**config.mk**
```make
export PLATFORM = sky130hd
export DESIGN_NAME = busirq_ctrl
export DESIGN_NICKNAME = d
export VERILOG_FILES = /design/src/rtl/busirq_ctrl.sv
export SDC_FILE = /design/constraint.sdc
export NUM_CORES = 1
export LEC_CHECK = 0
export BUFFER_PORTS_ARGS = -buffer_cell sky130_fd_sc_hd__buf_2
export CAP_MARGIN = 5
export CORE_ASPECT_RATIO = 0.8
export CORE_UTILIZATION = 53
export DETAILED_ROUTE_END_ITERATION = 7
export PLACE_DENSITY = 0.83
export SKIP_CTS_REPAIR_TIMING = 1
export SYNTH_ARGS = -nofsm -noshare
export SYNTH_HDL_FRONTEND = slang
export SYNTH_SLANG_ARGS = --single-unit
```
**constraint.sdc**
```tcl
create_clock -name clk -period 4.2 [get_ports clk]
set_input_delay 0.84 -clock clk [delete_from_list [all_inputs] [get_ports clk]]
set_output_delay 0.84 -clock clk [all_outputs]
set_load 0.02 [all_outputs]
```
**src/rtl/busirq_ctrl.sv**
```systemverilog
module busirq_ctrl #(
  parameter int ERR_N = 8,
  parameter int DW    = 8,
  parameter int LVL_W = 3
) (
  input  logic             clk,
  input  logic             rst_n,
  input  logic             ev_rx_byte,
  input  logic             ev_tx_room,
  input  logic             ev_tx_taken,
  input  logic             ev_lost_arb,
  input  logic             ev_end_data,
  input  logic             ev_end_frame,
  input  logic             ev_dma_rx_eob,
  input  logic             ev_dma_tx_eob,
  input  logic [ERR_N-1:0] ev_err,
  input  logic             bus_sel,
  input  logic             bus_we,
  input  logic [1:0]       bus_addr,
  input  logic [DW-1:0]    bus_wdata,
  output logic [DW-1:0]    bus_rdata,
  output logic             irq,
  output logic [DW-1:0]    irq_vec,
  output logic [LVL_W-1:0] irq_level
);
  localparam int NSRC = 8;
  localparam int IW   = $clog2(NSRC);
  localparam logic [LVL_W-1:0] LVL_OFF = '1;

  logic [NSRC-1:0]  pend, mask, ev_vec, act, clr;
  logic [DW-1:0]    vbase;
  logic [LVL_W-1:0] level;
  logic [IW-1:0]    win;
  logic             wr;

  assign wr  = bus_sel && bus_we;
  assign clr = (wr && bus_addr == 2'd0) ? bus_wdata[NSRC-1:0] : '0;

  assign ev_vec = {ev_dma_tx_eob, ev_dma_rx_eob, ev_end_data, ev_end_frame,
                   ev_tx_room | ev_tx_taken, ev_rx_byte, ev_lost_arb, |ev_err};

  always_ff @(posedge clk) begin
    if (!rst_n) begin
      pend  <= '0;
      mask  <= '0;
      vbase <= '0;
      level <= LVL_OFF;
    end else begin
      pend <= (pend | ev_vec) & ~clr;
      if (wr && bus_addr == 2'd1) mask  <= bus_wdata[NSRC-1:0];
      if (wr && bus_addr == 2'd2) vbase <= bus_wdata;
      if (wr && bus_addr == 2'd3) level <= bus_wdata[LVL_W-1:0];
    end
  end

  assign act = pend & mask;

  always_comb begin
    win = '0;
    for (int i = NSRC - 1; i >= 0; i--)
      if (act[i]) win = IW'(i);
  end

  assign irq       = (|act) && (level != LVL_OFF);
  assign irq_vec   = vbase + DW'({win, 1'b0});
  assign irq_level = level;

  always_comb begin
    case (bus_addr)
      2'd0:    bus_rdata = DW'(pend);
      2'd1:    bus_rdata = DW'(mask);
      2'd2:    bus_rdata = vbase;
      default: bus_rdata = DW'(level);
    endcase
  end
endmodule


```
==> metrics.txt, run 1 <==
# TYPE chip_impl_metric gauge
chip_impl_info{name="yosysTopAreaCell",value="dfxtp_1"} 1
chip_impl_info{name="critical_path.startpoint",value="pend[2]"} 1
chip_impl_metric{name="diodes",unit=""} 0
chip_impl_metric{name="final.setup_skew",unit="ns"} 0
chip_impl_metric{name="syn_nets",unit=""} 209
chip_impl_metric{name="path_clk_slew",unit="ns"} 0.17
chip_impl_info{name="criticalPathCategory",value="reg -> out"} 1
chip_impl_metric{name="cell_internal_power_dissipation",unit="uW"} 337
chip_impl_metric{name="ctsHtreeMaxLevel",unit=""} 1
chip_impl_metric{name="synth.yosys.seq_area_share",unit=""} 0.362
chip_impl_metric{name="hold_violations",unit=""} 0
chip_impl_info{name="cts_root_buf",value="clkbuf_4"} 1
chip_impl_info{name="startpoint_kind_of_the_worst_setup_timing_path",value="flop"} 1
chip_impl_metric{name="core_region_area",unit="um^2"} 2560
chip_impl_metric{name="detailroute.via_count",unit=""} 1515
chip_impl_metric{name="chipHeight",unit="um"} 49.5
chip_impl_metric{name="synth.ff_latch_count",unit=""} 27
chip_impl_metric{name="achievable-frequency",unit="MHz"} 295
chip_impl_metric{name="switching_power",unit="uW"} 147
chip_impl_metric{name="leakage",unit="uW"} 0.000775
chip_impl_metric{name="grt_usage",unit=""} 0.289
chip_impl_metric{name="yosys_warnings",unit=""} 0
chip_impl_metric{name="row_count",unit=""} 16
chip_impl_metric{name="antenna_found_initial",unit=""} 0
chip_impl_info{name="yosys_most_used_dff",value="dfxtp_1"} 1
chip_impl_metric{name="syn-cell-area",unit="um^2"} 1500
chip_impl_metric{name="timing.critical_path.required",unit="ns"} 3.36
chip_impl_metric{name="period_minus_slack",unit="ns"} 3.39
chip_impl_metric{name="layout.filler_cells",unit=""} 226
chip_impl_metric{name="arrival_time_at_the_worst_endpoint",unit="ns"} 2.55
chip_impl_info{name="hold_path.startpoint",value="vbase[0]"} 1
chip_impl_metric{name="cts_buffers",unit=""} 3
chip_impl_metric{name="power_switching_share",unit=""} 0.303
chip_impl_metric{name="grt.overflow.total",unit=""} 0
chip_impl_metric{name="timing.final.max_slew_violations",unit=""} 0
chip_impl_metric{name="seqPwrFrac",unit=""} 0.573
chip_impl_metric{name="worst-slew-pin-transition",unit="ns"} 0.396
chip_impl_metric{name="drt_first_pass_iters",unit=""} 5
chip_impl_metric{name="start_util",unit=""} 0.583
chip_impl_metric{name="drt_wl_total",unit="um"} 4220
chip_impl_metric{name="post_route_cells_drive_above_1_share",unit=""} 0.259
chip_impl_metric{name="drt-wirelength-per-cell",unit="um"} 16.5
chip_impl_metric{name="detailedRoute.firstIterationViolations",unit=""} 111
chip_impl_metric{name="largest_net_degree_at_the_start_of_global_routing",unit=""} 28
chip_impl_info{name="timing.critical_path.slowest_stage_cell",value="fa_1"} 1
chip_impl_metric{name="synth_top_cell_area_share",unit=""} 0.362
chip_impl_metric{name="insertion_delay",unit="ns"} 0.34
chip_impl_info{name="layout_commonest_cell",value="buf_2"} 1
chip_impl_metric{name="wire_length_of_the_first_global_routing_pass",unit="um"} 6430
chip_impl_info{name="rsz_0062_raised_after_global_routing",value="false"} 1
chip_impl_metric{name="fp.dieArea",unit="um^2"} 3040
chip_impl_metric{name="p_comb_frac",unit=""} 0.168
chip_impl_metric{name="synth_edf_count",unit=""} 0
chip_impl_metric{name="final_core_util",unit=""} 0.691
chip_impl_metric{name="cap_viol_max_count",unit=""} 0
chip_impl_metric{name="nNetsFinal",unit=""} 255
chip_impl_metric{name="die-width",unit="um"} 61.4
chip_impl_metric{name="drc",unit=""} 0
chip_impl_metric{name="power_frac_clock",unit=""} 0.258
chip_impl_info{name="hold_class",value="reg -> reg"} 1
chip_impl_info{name="timing.critical_path.to_type",value="output pin"} 1
chip_impl_metric{name="ir_drop",unit="mV"} 0.258
chip_impl_metric{name="finalCritPeriodShare",unit=""} 0.807
chip_impl_metric{name="tritoncts_num_sinks",unit=""} 27
chip_impl_metric{name="cts.path.max_buffers",unit=""} 2
chip_impl_metric{name="dp_hpwl",unit="um"} 3160
chip_impl_info{name="synth_area_leaders",value="dfxtp_1 (36%), nand2_1 (12%), a21boi_0 (8.0%), mux2i_1 (5.4%), o21ai_0 (4.4%)"} 1
chip_impl_metric{name="tns",unit="ns"} 0
chip_impl_metric{name="max_slew_margin",unit=""} 0.736
chip_impl_metric{name="number_of_global_route_vias_before_repair",unit=""} 1386
chip_impl_metric{name="drt.antenna.violating_nets",unit=""} 0
chip_impl_metric{name="worstPathMaxFanout",unit=""} 4
chip_impl_metric{name="area_growth_syn_to_layout",unit="%"} 18.4
chip_impl_metric{name="place.gp.congestion",unit=""} 0.895
chip_impl_metric{name="ys_async_sr_fraction",unit=""} 0
chip_impl_metric{name="timing.final.setup_violations",unit=""} 0
chip_impl_metric{name="worst_path_largest_cell_delay",unit="ns"} 0.41
chip_impl_info{name="commonest_non_fill_non_tap_cells_in_the_layout",value="buf_2 (49), nand2_1 (48), dfxtp_1 (27), a21boi_0 (16), o21ai_0 (13)"} 1
chip_impl_metric{name="syn-instance-count",unit=""} 175
chip_impl_info{name="clock_tree_from_tritoncts",value="built"} 1
chip_impl_info{name="status",value="complete, no violations"} 1
chip_impl_metric{name="boundaryPins",unit=""} 50
chip_impl_metric{name="power.density",unit="nW/um^2"} 273
chip_impl_info{name="r2r_start",value="pend[0]"} 1
chip_impl_metric{name="synth_cell_types",unit=""} 37
chip_impl_info{name="cp_cell_sequence",value="a22oi_1 -> nand2_1 -> o211ai_1 -> ha_1 -> inv_1 -> fa_1 -> nor2b_1 -> o2111ai_1 -> xnor2_1 -> buf_2"} 1
chip_impl_metric{name="portBuffers",unit=""} 49
chip_impl_metric{name="syn_avg_cell_area",unit="um^2"} 8.54
chip_impl_metric{name="routed_via_density",unit=""} 5.92
## power by group through the flow
stage | Clock (uW) | Sequential (uW) | Combinational [uW]
6_report | 125 | 278 | 81.5
2_1_floorplan | 0 | 279 | 47.3
4_1_cts | 122 | 277 | 80.6
3_5_place_dp | 0 | 282 | 80.5
5_1_grt | 134 | 279 | 87.6
3_3_place_gp | 0 | 281 | 76.9
## sequential cells by signal, indices dropped and copies added, names as in the netlist
name       flops
mask           8
irq_level      3
pend           8
vbase          8
## area by class of cell
cell class	count	area (um^2)	share of cell area
clock buffers	3	22.5	0.0127
flip-flops and latches	27	541	0.305
repair buffers	49	245	0.139
inverters	3	11.3	0.00636
multi-input cells	137	898	0.507
clock inverters	1	7.51	0.00424
well taps	36	45.0	0.0254
## critical path: cells and delay by family (launching register included)
family | cells | cell delay (ns)
xor gates and xnor gates | 1 | 0.16
and+or+nand+nor | 2 | 0.25
adders and majority gates | 2 | 0.62
DFF | 1 | 0.37
AOI/OAI and AO/OA | 3 | 0.55
buffers and inverters | 2 | 0.26
## cells in the mapped netlist, types with 3 or more instances
master,count
nor2_1,4
xnor2_1,3
o21ai_0,13
buf_4,3
nand2_1,48
dfxtp_1,27
a21oi_1,7
nand3_1,3
inv_1,3
ha_1,3
mux2i_1,8
buf_2,3
a21boi_0,16
a22oi_1,4
## per-stage QoR
step | instances | setup slack (ns) | instance area [um^2] | hold WS, ns | total power [uW]
after floorplan | 175 | 1.35 | 1500 | 0.452 | 327
after global placement | 252 | 1.36 | 1740 | 0.480 | 358
after detailed placement | 252 | 1.22 | 1740 | 0.494 | 363
after CTS | 256 | 0.828 | 1770 | 0.515 | 480
after global routing | 256 | 0.612 | 1770 | 0.552 | 501
final | 256 | 0.810 | 1770 | 0.514 | 484
## cells by family (layout without fill, tap and decap cells)
| logic type | count (synthesis) | count (layout) | synth area share |
|---|---|---|---|
| and+or+nand+nor | 69 | 69 | 0.219 |
| muxes | 11 | 11 | 0.104 |
| adders and majority gates | 4 | 4 | 0.0385 |
| buffers and inverters | 11 | 56 | 0.0377 |
| xor gates and xnor gates | 5 | 5 | 0.0293 |
| AOI/OAI and AO/OA | 48 | 48 | 0.210 |
| DFF | 27 | 27 | 0.362 |
## routing by layer
metal  global-route usage  wire length, um  vias up
met2                0.462             2000       95
met5                    0                0        -
met4               0.0889               72        0
met1                0.377             1690      683
met3               0.0787              451       20
li1                     -                -      717
## path summary, 6_finish.rpt
kind	end	slack [ns]	cells after the start
setup / recovery	irq_vec[7]	0.81	10
hold reg to reg	vbase[0]	0.51	2
hold / removal	vbase[0]	0.51	2
setup reg to reg	pend[0]	3.27	3
No activity file was read; power rests on OpenSTA's default activity.
==> inputs of run 2 (changes only) <==
- CORE_UTILIZATION: 53 -> 50
- PLACE_DENSITY: 0.83 -> 0.79
- clock period: 4.2 -> 3.22 ns (I/O delays scaled with it)
==> metrics.txt, run 2 (same netlist as run 1, synthesis figures left out) <==
# TYPE chip_impl_metric gauge
chip_impl_metric{name="path_clk_slew",unit="ns"} 0.09
chip_impl_metric{name="detailedRoute.firstIterationViolations",unit=""} 59
chip_impl_metric{name="drt.antenna.violating_nets",unit=""} 0
chip_impl_metric{name="final_core_util",unit=""} 0.637
chip_impl_info{name="timing.critical_path.to_type",value="output pin"} 1
chip_impl_metric{name="portBuffers",unit=""} 49
chip_impl_metric{name="leakage",unit="uW"} 0.000784
chip_impl_metric{name="final_design_area_no_fill",unit="um^2"} 1790
chip_impl_metric{name="cap_viol_max_count",unit=""} 0
chip_impl_metric{name="timing.critical_path.required",unit="ns"} 2.58
chip_impl_info{name="commonest_non_fill_non_tap_cells_in_the_layout",value="buf_2 (49), nand2_1 (48), dfxtp_1 (27), a21boi_0 (16), o21ai_0 (13)"} 1
chip_impl_metric{name="grt.overflow.total",unit=""} 0
chip_impl_metric{name="insertion_delay",unit="ns"} 0.26
chip_impl_metric{name="nNetsFinal",unit=""} 255
chip_impl_info{name="rsz_0062_raised_after_global_routing",value="false"} 1
chip_impl_metric{name="timing.final.setup_violations",unit=""} 0
chip_impl_metric{name="final.hold.worst_slack",unit="ns"} 0.506
chip_impl_metric{name="power.density",unit="nW/um^2"} 365
chip_impl_info{name="cts_root_buf",value="clkbuf_8"} 1
chip_impl_metric{name="number_of_global_route_vias_before_repair",unit=""} 1288
chip_impl_metric{name="finalCritPeriodShare",unit=""} 0.937
chip_impl_info{name="r2r_start",value="pend[0]"} 1
chip_impl_metric{name="grt_usage",unit=""} 0.240
chip_impl_metric{name="period_minus_slack",unit="ns"} 3.02
chip_impl_info{name="hold_class",value="reg -> reg"} 1
chip_impl_metric{name="antenna_found_initial",unit=""} 0
chip_impl_info{name="worst_setup_path_endpoint",value="irq_vec[7]"} 1
chip_impl_info{name="layout_commonest_cell",value="buf_2"} 1
chip_impl_metric{name="drt_first_pass_iters",unit=""} 4
chip_impl_metric{name="drc",unit=""} 0
chip_impl_info{name="layout_top_registers",value="mask (8), pend (8), vbase (8)"} 1
chip_impl_metric{name="chipHeight",unit="um"} 50.9
chip_impl_metric{name="groute.layer.met1.usage",unit=""} 0.336
chip_impl_metric{name="diodes",unit=""} 0
chip_impl_metric{name="hold_violations",unit=""} 0
chip_impl_metric{name="dpl_worst_slack",unit="ns"} 0.507
chip_impl_metric{name="ir_drop",unit="mV"} 0.313
chip_impl_metric{name="drt-wirelength-per-cell",unit="um"} 14.2
chip_impl_info{name="startpoint_kind_of_the_worst_setup_timing_path",value="flop"} 1
chip_impl_metric{name="dpl_cell_area",unit="um^2"} 1740
chip_impl_metric{name="layout.filler_cells",unit=""} 262
chip_impl_metric{name="ctsHtreeMaxLevel",unit=""} 1
chip_impl_metric{name="cts.path.max_buffers",unit=""} 2
chip_impl_metric{name="tritoncts_num_sinks",unit=""} 27
chip_impl_metric{name="start_util",unit=""} 0.533
chip_impl_metric{name="setup_ws",unit="ns"} 0.204
chip_impl_metric{name="fp.dieArea",unit="um^2"} 3210
chip_impl_metric{name="die-width",unit="um"} 63.1
chip_impl_metric{name="wire_length_of_the_first_global_routing_pass",unit="um"} 5970
chip_impl_metric{name="use_met2",unit=""} 0.391
chip_impl_metric{name="cts_buffers",unit=""} 3
chip_impl_metric{name="detailroute.via_count",unit=""} 1427
chip_impl_metric{name="largest_net_degree_at_the_start_of_global_routing",unit=""} 28
chip_impl_metric{name="arrival_time_at_the_worst_endpoint",unit="ns"} 2.37
chip_impl_metric{name="max_slew_margin",unit=""} 0.725
chip_impl_info{name="clock_tree_from_tritoncts",value="built"} 1
chip_impl_metric{name="place.gp.congestion",unit=""} 0.832
chip_impl_metric{name="boundaryPins",unit=""} 50
chip_impl_info{name="criticalPathCategory",value="reg -> out"} 1
chip_impl_info{name="status",value="complete, no violations"} 1
chip_impl_metric{name="worstPathMaxFanout",unit=""} 4
chip_impl_metric{name="r2r_cells",unit=""} 3
chip_impl_metric{name="dp_hpwl",unit="um"} 2720
chip_impl_metric{name="core_region_area",unit="um^2"} 2810
chip_impl_metric{name="worst-r2r-setup-slack",unit="ns"} 2.32
chip_impl_info{name="top_usage_layer",value="met2"} 1
chip_impl_metric{name="globalRouteMet3Util",unit=""} 0.0513
chip_impl_metric{name="timing.final.max_slew_violations",unit=""} 0
chip_impl_metric{name="achievable-frequency",unit="MHz"} 332
chip_impl_metric{name="routed_via_density",unit=""} 5.53
chip_impl_info{name="rr_endpoint",value="pend[0]"} 1
chip_impl_metric{name="final.setup_skew",unit="ns"} 0
chip_impl_metric{name="row_count",unit=""} 17
chip_impl_metric{name="tns",unit="ns"} 0
chip_impl_metric{name="post_route_cells_drive_above_1_share",unit=""} 0.255
chip_impl_metric{name="worst-slew-pin-transition",unit="ns"} 0.412
chip_impl_info{name="critical_path.startpoint",value="pend[2]"} 1
chip_impl_metric{name="drt_wl_total",unit="um"} 3660
chip_impl_metric{name="area_growth_syn_to_layout",unit="%"} 19.6
-- run 2: cell count changes in the layout (fill, tap and decap cells not counted) --
| cell | before | now |
|---|---|---|
| clkbuf_1 | 0 | 1 |
| clkbuf_4 | 3 | 0 |
| clkbuf_8 | 0 | 3 |
| clkinvlp_4 | 1 | 0 |
-- run 2: worst min path at each step --
stage / from / end / depth (start not counted)
6_report: mask[2] / mask[2] / 2
5_1_grt: mask[4] / mask[4] / 2
4_1_cts: mask[5] / mask[5] / 2
3_5_place_dp: mask[5] / mask[5] / 2
3_3_place_gp: vbase[0] / vbase[0] / 2
2_1_floorplan: vbase[0] / vbase[0] / 2
-- run 2: cell type report --
class                   count  area [um^2]  share of cell area
multi-input cells         137          898               0.502
flip-flops and latches     27          541               0.302
clock buffers               4         45.0              0.0252
well taps                  38         47.5              0.0266
repair buffers             49          245               0.137
inverters                   3         11.3             0.00630
-- run 2: routing by layer --
layer	part of all wire	up-vias	wire [um]
li1	-	714	-
met1	0.48	661	1760
met2	0.46	50	1670
met3	0.053	2	194
met4	0.0074	0	27
met5	0	-	0
-- run 2: stage by stage --
stage	instances	power, uW
after floorplan	175	426
after global placement	254	469
after detailed placement	254	470
after CTS	258	656
after global routing	258	686
final	258	653
-- run 2: power breakdown --
part | leakage (uW) | total (uW) | internal [uW] | switching [uW]
registers | 0.000221 | 360 | 346 | 14.1
logic | 0.000540 | 103 | 45.4 | 57.7
clock network | 0.0000228 | 190 | 88.5 | 101
total | 0.000784 | 653 | 480 | 173
-- run 2: worst max-delay path, cell delays in order, from the launching register on --
cell       delay [ns]
dfxtp_1          0.35
a22oi_1          0.24
nand2_1          0.08
o211ai_1         0.19
ha_1             0.20
inv_1            0.05
fa_1             0.39
nor2b_1          0.15
o2111ai_1        0.13
xnor2_1          0.14
buf_2            0.17
==> inputs of run 3 (changes only) <==
- clock period: 3.22 -> 3.04 ns (I/O delays scaled with it)
==> metrics.txt, run 3 (same netlist as run 1, synthesis figures left out) <==
# TYPE chip_impl_metric gauge
chip_impl_info{name="status",value="complete, no violations"} 1
chip_impl_metric{name="worstPathMaxFanout",unit=""} 4
chip_impl_metric{name="path_clk_slew",unit="ns"} 0.09
chip_impl_metric{name="grt.overflow.total",unit=""} 0
chip_impl_metric{name="drc",unit=""} 0
chip_impl_info{name="critPathTopFamily",value="adder cells"} 1
chip_impl_metric{name="place.detailed.instances",unit=""} 254
chip_impl_metric{name="tritoncts_num_sinks",unit=""} 27
chip_impl_metric{name="dp_hpwl",unit="um"} 2720
chip_impl_metric{name="start_util",unit=""} 0.533
chip_impl_metric{name="timing.final.setup_violations",unit=""} 0
chip_impl_info{name="hold_class",value="reg -> reg"} 1
chip_impl_metric{name="wire_length_of_the_first_global_routing_pass",unit="um"} 5870
chip_impl_metric{name="detailroute.via_count",unit=""} 1446
chip_impl_metric{name="portBuffers",unit=""} 49
chip_impl_info{name="timing.critical_path.to_type",value="output pin"} 1
chip_impl_metric{name="routed_via_density",unit=""} 5.58
chip_impl_metric{name="max_slew_margin",unit=""} 0.737
chip_impl_metric{name="timing.critical_path.buf_inv",unit=""} 2
chip_impl_metric{name="worst-slew-pin-transition",unit="ns"} 0.394
chip_impl_info{name="startpoint_kind_of_the_worst_setup_timing_path",value="flop"} 1
chip_impl_metric{name="drt_wl_total",unit="um"} 3740
chip_impl_metric{name="drt-wirelength-per-cell",unit="um"} 14.4
chip_impl_metric{name="place.gp.congestion",unit=""} 0.831
chip_impl_metric{name="die-width",unit="um"} 63.1
chip_impl_info{name="clock_tree_from_tritoncts",value="built"} 1
chip_impl_metric{name="leakage",unit="uW"} 0.000788
chip_impl_metric{name="row_count",unit=""} 17
chip_impl_metric{name="core_region_area",unit="um^2"} 2810
chip_impl_metric{name="largest_net_degree_at_the_start_of_global_routing",unit=""} 28
chip_impl_metric{name="post_route_cells_drive_above_1_share",unit=""} 0.285
chip_impl_info{name="cp_cell_sequence",value="a22oi_2 -> nand2_1 -> o211ai_1 -> ha_2 -> inv_1 -> fa_2 -> nor2b_2 -> o2111ai_1 -> xnor2_1 -> buf_4"} 1
chip_impl_metric{name="drt_first_pass_iters",unit=""} 4
chip_impl_metric{name="cts.path.max_buffers",unit=""} 2
chip_impl_metric{name="number_of_global_route_vias_before_repair",unit=""} 1202
chip_impl_metric{name="worst-r2r-setup-slack",unit="ns"} 2.13
chip_impl_metric{name="timing.final.max_slew_violations",unit=""} 0
chip_impl_metric{name="ctsHtreeMaxLevel",unit=""} 1
chip_impl_info{name="timing.critical_path.slowest_stage_cell",value="dfxtp_2"} 1
chip_impl_metric{name="setup_ws",unit="ns"} 0.119
chip_impl_info{name="top_usage_layer",value="met2"} 1
chip_impl_metric{name="finalCritPeriodShare",unit=""} 0.961
chip_impl_metric{name="area_growth_syn_to_layout",unit="%"} 21.5
chip_impl_metric{name="arrival_time_at_the_worst_endpoint",unit="ns"} 2.31
chip_impl_metric{name="diodes",unit=""} 0
chip_impl_metric{name="detailedRoute.firstIterationViolations",unit=""} 50
chip_impl_metric{name="grt_usage",unit=""} 0.240
chip_impl_metric{name="globalRouteMet3Util",unit=""} 0.0469
chip_impl_metric{name="hold_violations",unit=""} 0
chip_impl_metric{name="final.setup_skew",unit="ns"} 0
chip_impl_metric{name="chipHeight",unit="um"} 50.9
chip_impl_metric{name="insertion_delay",unit="ns"} 0.27
chip_impl_metric{name="fp.dieArea",unit="um^2"} 3210
chip_impl_metric{name="dpl_worst_slack",unit="ns"} 0.357
chip_impl_info{name="criticalPathCategory",value="reg -> out"} 1
chip_impl_info{name="commonest_non_fill_non_tap_cells_in_the_layout",value="nand2_1 (48), buf_2 (48), dfxtp_1 (26), a21boi_0 (16), o21ai_0 (12)"} 1
chip_impl_metric{name="final.hold.worst_slack",unit="ns"} 0.505
chip_impl_info{name="cts_root_buf",value="clkbuf_8"} 1
chip_impl_metric{name="cts_buffers",unit=""} 3
chip_impl_metric{name="cap_viol_max_count",unit=""} 0
chip_impl_metric{name="antenna_found_initial",unit=""} 0
chip_impl_metric{name="ir_drop",unit="mV"} 0.340
chip_impl_metric{name="drt.antenna.violating_nets",unit=""} 0
chip_impl_metric{name="boundaryPins",unit=""} 50
chip_impl_metric{name="achievable-frequency",unit="MHz"} 342
chip_impl_metric{name="worst_path_largest_cell_delay",unit="ns"} 0.35
chip_impl_metric{name="period_minus_slack",unit="ns"} 2.92
chip_impl_metric{name="instances_no_fill",unit=""} 259
chip_impl_metric{name="use_met2",unit=""} 0.367
chip_impl_metric{name="power.density",unit="nW/um^2"} 387
chip_impl_metric{name="final_core_util",unit=""} 0.647
chip_impl_metric{name="timing.critical_path.required",unit="ns"} 2.43
chip_impl_metric{name="nNetsFinal",unit=""} 256
chip_impl_info{name="layout_top_registers",value="mask (8), pend (8), vbase (8)"} 1
chip_impl_metric{name="groute.layer.met1.usage",unit=""} 0.349
==> run 3: stage by stage <==
step	total power (uW)	TNS (ns)	cell area, um^2
floorplan	451	0	1500
global placement	497	0	1740
detailed placement	499	0	1740
CTS	701	0	1790
global route	735	-0.00790	1820
finish	702	0	1820
==> run 3: per-layer routing <==
layer | share of wire | vias up
met5 | 0 | -
met4 | 0.0029 | 0
met3 | 0.067 | 2
met2 | 0.46 | 57
met1 | 0.47 | 667
li1 | - | 720
==> run 3: report_power, final <==
part	total [uW]	leakage (uW)	internal (uW)	switching [uW]
clock network	209	0.0000228	94.2	115
logic	110	0.000544	48.6	61.8
registers	383	0.000221	367	16.2
total	702	0.000788	510	193
==> run 3: worst register-to-register path: stages, from the launching register on <==
cell	delay, ns
dfxtp_1	0.37
nor3_1	0.20
nand3_1	0.09
and3_1	0.16
==> run 3: layout make-up <==
class                      count  area (um^2)
timing repair buffer          50          255
multi-input combinational    137          916
tap                           38         47.5
sequential                    27          542
inverter                       3         11.3
fill                         276          991
clock buffer                   4         45.0
==> run 3: worst paths after layout <==
check,start,cells after the start,endpoint
setup / recovery,pend[2],10,irq_vec[7]
hold / removal,mask[1],2,mask[1]
setup reg to reg,pend[0],3,pend[0]
hold reg to reg,mask[1],2,mask[1]
